===== config.mk =====
export PLATFORM = sky130hd
export DESIGN_NAME = cascade_ack_unit
export DESIGN_NICKNAME = d
export VERILOG_FILES = /design/src/rtl/cascade_ack_unit.sv
export SDC_FILE = /design/constraint.sdc
export NUM_CORES = 1
export LEC_CHECK = 0
export ABC_AREA = 1
export CORE_MARGIN = 2
export CORE_UTILIZATION = 57
export DETAILED_ROUTE_END_ITERATION = 8
export DONT_BUFFER_PORTS = 1
export GPL_TIMING_DRIVEN = 0
export PLACE_DENSITY_LB_ADDON = 0.2
export SKIP_LAST_GASP = 1
export SLEW_MARGIN = 20
export SYNTH_ARGS = -nofsm -noshare
export SYNTH_HDL_FRONTEND = slang
export SYNTH_SLANG_ARGS = --single-unit

===== constraint.sdc =====
create_clock -name clk -period 3.6 [get_ports clk]
set_input_delay 0.18 -clock clk [delete_from_list [all_inputs] [get_ports clk]]
set_output_delay 0.18 -clock clk [all_outputs]
set_load 0.02 [all_outputs]

===== src/rtl/cascade_ack_unit.sv =====
module cascade_ack_unit (
  input  logic        clk,
  input  logic        rst_n,
  input  logic [15:0] irq_i,
  input  logic [15:0] mask_i,
  input  logic [4:0]  mbase_i,
  input  logic [4:0]  sbase_i,
  input  logic        ack_i,
  input  logic        eoi_i,
  input  logic [3:0]  eoi_line_i,
  output logic        int_o,
  output logic        vec_valid_o,
  output logic [7:0]  vec_o
);

  function automatic logic [3:0] first_set(input logic [7:0] v);
    logic [3:0] r;
    r = 4'd8;
    for (int i = 7; i >= 0; i--)
      if (v[i]) r = 4'(i);
    return r;
  endfunction

  logic [15:0] irq_q;
  logic [7:0]  m_irr, m_isr, s_irr, s_isr;
  logic [15:0] rise;

  assign rise = irq_i & ~irq_q;

  logic [3:0] m_pri, m_cur, s_pri, s_cur;
  logic       m_hit, s_hit;
  logic [2:0] m_line, s_line;

  assign m_pri  = first_set(m_irr & ~mask_i[7:0]);
  assign m_cur  = first_set(m_isr);
  assign m_hit  = m_pri < m_cur;
  assign m_line = m_pri[2:0];
  assign s_pri  = first_set(s_irr & ~mask_i[15:8]);
  assign s_cur  = first_set(s_isr);
  assign s_hit  = s_pri < s_cur;
  assign s_line = s_pri[2:0];

  assign int_o = m_hit;

  logic       m_take, s_take;
  logic [7:0] m_bit, s_bit, m_eoi, s_eoi;

  assign m_take = ack_i & m_hit;
  assign s_take = m_take & (m_line == 3'd2) & s_hit;
  assign m_bit  = m_take ? (8'd1 << m_line) : 8'd0;
  assign s_bit  = s_take ? (8'd1 << s_line) : 8'd0;
  assign m_eoi  = (eoi_i && !eoi_line_i[3]) ? (8'd1 << eoi_line_i[2:0]) : 8'd0;
  assign s_eoi  = (eoi_i &&  eoi_line_i[3]) ? (8'd1 << eoi_line_i[2:0]) : 8'd0;

  logic [7:0] s_irr_n, s_isr_n, m_irr_n, m_isr_n;
  logic       s_hit_n;

  assign s_irr_n = (s_irr & ~s_bit) | rise[15:8];
  assign s_isr_n = (s_isr | s_bit) & ~s_eoi;
  assign s_hit_n = first_set(s_irr_n & ~mask_i[15:8]) < first_set(s_isr_n);
  assign m_irr_n = (m_irr & ~m_bit) | (rise[7:0] & 8'b1111_1011) | {5'd0, s_hit_n, 2'd0};
  assign m_isr_n = (m_isr | m_bit) & ~m_eoi;

  logic [7:0] vec_n;

  always_comb begin
    if (!m_hit)                vec_n = {mbase_i, 3'd7};
    else if (m_line != 3'd2)   vec_n = {mbase_i, m_line};
    else if (s_hit)            vec_n = {sbase_i, s_line};
    else                       vec_n = {sbase_i, 3'd7};
  end

  always_ff @(posedge clk or negedge rst_n) begin
    if (!rst_n) begin
      irq_q       <= '0;
      m_irr       <= '0;
      m_isr       <= '0;
      s_irr       <= '0;
      s_isr       <= '0;
      vec_valid_o <= 1'b0;
      vec_o       <= '0;
    end else begin
      irq_q       <= irq_i;
      m_irr       <= m_irr_n;
      m_isr       <= m_isr_n;
      s_irr       <= s_irr_n;
      s_isr       <= s_isr_n;
      vec_valid_o <= ack_i;
      if (ack_i) vec_o <= vec_n;
    end
  end

endmodule


---- Yosys cells after proc, flatten, opt, wreduce, memory -nomap -nowiden ----
Index checks and enable logic that the tools add are counted.
word-level totals
  flip-flop bits (word level) ............. 57
  latch bits .............................. 0
  RAM bits ................................ 0
  memory bits (read-only) ................. 0
  input bits .............................. 50
  output and inout port bits .............. 10
  word-level logic and storage cells ...... 96
  memories kept ........................... 0
cells by class
  $add $sub $neg .......................... 0
  multiply operators ...................... 0
  div/mod/pow operators ................... 0
  order comparisons ....................... 3
  equal/unequal tests ..................... 2
  shift operators ......................... 3
  muxes and demuxes ....................... 55
  bitwise operators ....................... 23
  reduce and logical (&&, ||, !) cells .... 3
operators by type and width
  operator               number
  $mux W4                48
  $and A8 B8 Y8          7
  $mux W8                6
  $not A8 Y8             6
  $or A8 B8 Y8           4
  $shl A1 B3 Y8 const A  3
  $and A16 B16 Y16       1
  $not A16 Y16           1
  $lt A4 B4 Y1           3
  $or A8 B3 Y8           1
  $and A1 B1 Y1          3
  $eq A3 B2 Y1 const B   1
  $mux W3                1
  $ne A3 B2 Y1 const B   1
  $logic_and A1 B1 Y1    2
  $logic_not A1 Y1       1

---- Logic depth before layout (Yosys ltp) ----
  word-level depth ........................ 29
  depth in mapped cells ................... 32
  gate-level depth less buffers ........... 32

---- Worst setup path after synthesis ----
OpenSTA, ideal clock, no wires.
  path kind ............................... reg2reg
  start ................................... register m_irr[1]
  end ..................................... register m_irr[2]
  setup time .............................. 116 ps
  arrival ................................. 2629 ps
  data required time ...................... 3484 ps
  slack ................................... 855 ps
  stages on the path, launching flop included .. 24
  buffers on the path ..................... 0
  clock period less this slack ............ 2745 ps
  path through ............................ dfrtp_1 inv_1 or2_1 nand2_2 nor2_2 inv_1 nor2_1 ha_1 a21oi_2 nand3_4 nor2_4 nand3_1 nand2_1 o21ai_0 nand2_1 nand2_1 a31oi_1 nor2_1 ha_1 nand2_1 nand2_1 nand2_1 nand2_1 nand2_1
between the ends
  elaborated cells on any way between the ends .. 38
  those cells by class .................... 2 x order compare; 1 x eq/ne; 1 x shift; 20 x mux; 14 x bitwise
RTL lines
  item                          RTL line  source
  start, declared               25        logic [7:0] m_irr, m_isr, s_irr, s_isr;
  start signal, assigned        84        m_irr <= m_irr_n;
  $and A8 B8 Y8 *               34        assign m_pri = first_set(m_irr & ~mask_i[7:0]);
  $mux W4 * (2 in a row)        20        if (v[i]) r = 4'(i);
  $lt A4 B4 Y1                  36        assign m_hit = m_pri < m_cur;
  $and A1 B1 Y1                 48        assign m_take = ack_i & m_hit;
  $and A1 B1 Y1 * (2 in a row)  49        assign s_take = m_take & (m_line == 3'd2) & s_hit;
  $mux W8 *                     51        assign s_bit = s_take ? (8'd1 << s_line) : 8'd0;
  $not A8 Y8 *                  58        assign s_irr_n = (s_irr & ~s_bit) | rise[15:8];
  $and A8 B8 Y8 *               58
  $or A8 B8 Y8 *                58
  named net s_irr_n[3]          55        logic [7:0] s_irr_n, s_isr_n, m_irr_n, m_isr_n;
  $and A8 B8 Y8 *               60        assign s_hit_n = first_set(s_irr_n & ~mask_i[15:8]) < first_set(s_isr_n);
  $mux W4 * (4 in a row)        20
  $lt A4 B4 Y1 *                60
  $or A8 B3 Y8 *                61        assign m_irr_n = (m_irr & ~m_bit) | (rise[7:0] & 8'b1111_1011) | {5'd0, s_hit_n, 2'd0};
  named net m_irr_n[2]          55
Mark *: on every way through the listed nets, which the timed path passes. The rest lies on a longest branch.
A chain may end at the register's enable or synchronous reset.

---- Final worst setup path ----
  start ................................... register m_irr[3]
  end ..................................... register m_irr[2]
between the ends
  elaborated cells on any way between the ends .. 40
  those cells by class .................... 2 x order compare; 1 x eq/ne; 1 x shift; 22 x mux; 14 x bitwise
RTL lines
  item                          RTL line
  $and A8 B8 Y8 *               34
  $mux W4 * (4 in a row)        20
  $lt A4 B4 Y1                  36
  $and A1 B1 Y1                 48
  $and A1 B1 Y1 * (2 in a row)  49
  $mux W8 *                     51
  $not A8 Y8 *                  58
  $and A8 B8 Y8 *               58
  $or A8 B8 Y8 *                58
  named net s_irr_n[2]          55
  $and A8 B8 Y8 *               60
  $mux W4 * (3 in a row)        20
  $lt A4 B4 Y1 *                60
  $or A8 B3 Y8 *                61
  named net m_irr_n[2]          55
Marked as above.

==> impl_metrics.ini <==
[finish]
drive_above_1_share_pct = 11.21
layout_commonest_cell = nand2_1
antenna_cells = 0
fillers = 480
syn2layout_area_growth_pct = 13.77
nets = 503
mostFrequentLayoutCells = 112 x nand2_1, 80 x inv_1, 56 x dfrtp_1

[floorplan]
ios = 60
die_area_um2 = 6161
die_w_um = 78.49
coreArea_um2 = 5439
die_h_um = 78.49
rows = 27
start_util_pct = 58.16

[routing]
drtAntennaViolNets = 0
vias_per_cell = 5.097
wire_per_inst_um = 13.25
wirelength_um = 6865
dr.pass1.iters = 4
drt_iter0_drc = 132
drc = 0
vias = 2640

[sta]
fin_crit_ns = 3.241
fin_ws_ns = 0.3589
post-route-period-util_pct = 90.03
relSlewSlack_pct = 58.59
worst_pin_slew_ns = 0.6154
fmaxAchievable_mhz = 308.5
slew_viol_final = 0
fin_worst_skew_ns = 0.003862
hold_viol = 0
rsz0062_at_grt = no
setup_viol = 0
fin_tns_setup_ns = 0

[yosys]
yosysUniqueCellTypes = 37
synth_ff_type = dfrtp_1
synth_nets = 477
avgSynthCellArea_um2 = 7.549
ys_async_sr_fraction_pct = 100.0
synth-seq-cells = 56
synth-edff-count = 0
syn-cell-area_um2 = 3163
yosys_warnings = 0
syn_inst = 419
yosysSeqAreaShare_pct = 44.30

[place]
port_buffers = 0
dp_hpwl_um = 5227
gp_congestion = 0.8846
place_ws_ns = 0.3049

[setup_path]
worstPathArrival_ns = 3.44
crit_type = flip-flop to flip-flop
cp_max_fo = 6
worstPathRequired_ns = 3.80
cp-start-kind = flip-flop
end_kind = flip-flop

[outcome]
status = finished, final reports clean

[job]
cap_violations = 0

[pwr]
p_comb_share_pct = 37.9
swShare_pct = 38.77
pwr-share-seq_pct = 40.8
clkPwrFrac_pct = 21.3
intPower_mw = 1.271
p_leak_nw = 1.915
ir_drop_uv = 302.3
totalPowerFinal_mw = 2.076
switching_power_mw = 0.8048
p_per_area_nw_per_um2 = 576.9

[clock_tree]
worstSkewPairLatency_ns = 0.30
clock_sinks = 56
h-tree-depth = 2
numCtsBuffers = 5
clk_pin_slew_worst_paths_ns = 0.09
cts_tree = done
cts_buffer_depth = 2
cts_root_buf = clkbuf_8

[grt]
first_global_vias = 2594
grt_antenna_before_repair = 0
overflow = 0
grt_pass1_wl_um = 11430
grt_start_max_net_pins = 57
grt_use_total_pct = 23.74

[worst_hold_path]
hold_class = input pin to flip-flop
[power groups by stage]
stage / Combinational, mW / Clock [mW] / Sequential, mW
2_1_floorplan: 0.598 / 0 / 0.840
3_3_place_gp: 0.711 / 0 / 0.854
3_5_place_dp: 0.737 / 0 / 0.858
4_1_cts: 0.779 / 0.450 / 0.844
5_1_grt: 0.899 / 0.471 / 0.862
6_report: 0.786 / 0.442 / 0.848
[cell usage after synthesis, drive strengths merged, types with 2 or more instances]
| library cell | number | area (µm²) |
|---|---|---|
| or2 | 6 | 42.54 |
| o21ai | 23 | 118.9 |
| a21oi | 14 | 96.34 |
| nand3 | 19 | 112.6 |
| a31oi | 3 | 18.77 |
| a32oi | 4 | 35.03 |
| clkinv | 2 | 7.510 |
| nand4 | 2 | 12.51 |
| nor4 | 2 | 12.51 |
| o21bai | 6 | 45.04 |
| o21a | 4 | 30.03 |
| dfrtp | 56 | 1401 |
| nor2 | 40 | 175.2 |
| nand2 | 125 | 511.7 |
| o22ai | 4 | 25.02 |
| inv | 87 | 326.6 |
| a22oi | 2 | 15.01 |
| nor3 | 8 | 50.05 |
| ha | 8 | 100.1 |
[cells by family (layout without fill, tap and decap cells)]
kind of cell | Yosys count | count (layout) | synth area share (%)
AND/OR/NAND/NOR | 202 | 202 | 28.99
adder cells (fa/ha/maj) | 8 | 8 | 3.165
flip-flops | 56 | 56 | 44.30
AO/OA/AOI/OAI | 62 | 62 | 12.70
buffers and inverters | 91 | 118 | 10.84
[what timing repair did]
action,CTS,global route
setup buffers,0,1
endpoints found under the setup margin,0,1
gates resized for setup,0,2
hold endpoints to repair,72,0
hold buffers,18,0
[worst max-delay path, stage by stage, from the launching register on]
cell,delay (ns)
dfrtp_1,0.38
inv_1,0.07
or2_1,0.17
nand2_2,0.09
nor2_2,0.18
inv_1,0.06
nor2_1,0.09
ha_1,0.27
nand2_1,0.09
nor2_1,0.05
nand2_2,0.10
nand3_4,0.11
nor2_4,0.16
nand3_1,0.15
nand2_1,0.10
o21ai_0,0.11
nand2_1,0.09
nand2_1,0.09
a31oi_1,0.18
nor2_1,0.07
ha_1,0.28
nand2_1,0.05
nand2_1,0.05
nand2_1,0.05
nand2_1,0.08
nand2_1,0.05
[sequential cells by signal, indices dropped and copies added (netlist names)]
name         cells
irq_q           15
m_irr            8
m_isr            8
s_irr            8
s_isr            8
vec_o            8
vec_valid_o      1
[worst paths after layout]
| path | from | end | slack, ns | depth (start not counted) |
|---|---|---|---|---|
| max reg2reg | m_irr[3] | m_irr[2] | 0.36 | 25 |
| max | m_irr[3] | m_irr[2] | 0.36 | 25 |
| max in group asynchronous | rst_n | m_irr[1] | 2.97 | 2 |
| min reg2reg | irq_q[3] | m_irr[3] | 0.43 | 1 |
| min in group asynchronous | rst_n | m_irr[6] | 0.39 | 2 |
| min | mbase_i[1] | vec_o[4] | 0.009 | 2 |
[through the flow]
stage               utilization [%]  instance area (µm²)  std cells  hold WS [ns]
detailed placement            59.81                 3253        491       -0.1144
floorplan                         -                 3163        419       -0.1156
finish                        66.16                 3598        518      0.008862
global route                  66.16                 3598        518      0.001003
CTS                           65.77                 3577        517      0.004227
global placement              59.81                 3253        491       -0.1145
[cell type report]
cell class	count	area (µm²)	share of cell area (%)
well taps	72	90.09	2.503
inverters	89	334.1	9.284
multi-input cells	272	1433	39.81
repair buffers	19	205.2	5.702
plain buffers	2	8.758	0.2434
flip-flops and latches	56	1401	38.94
clock buffers	7	96.34	2.677
clock inverters	1	30.03	0.8345
[routing by layer]
| layer | share of wire [%] | global-route usage [%] |
|---|---|---|
| met3 | 4.7 | 4.598 |
| met2 | 48 | 40.34 |
| met5 | 0 | 0 |
| met1 | 46 | 31.20 |
| met4 | 1.3 | 6.316 |
(Power assumes the default switching activity.)
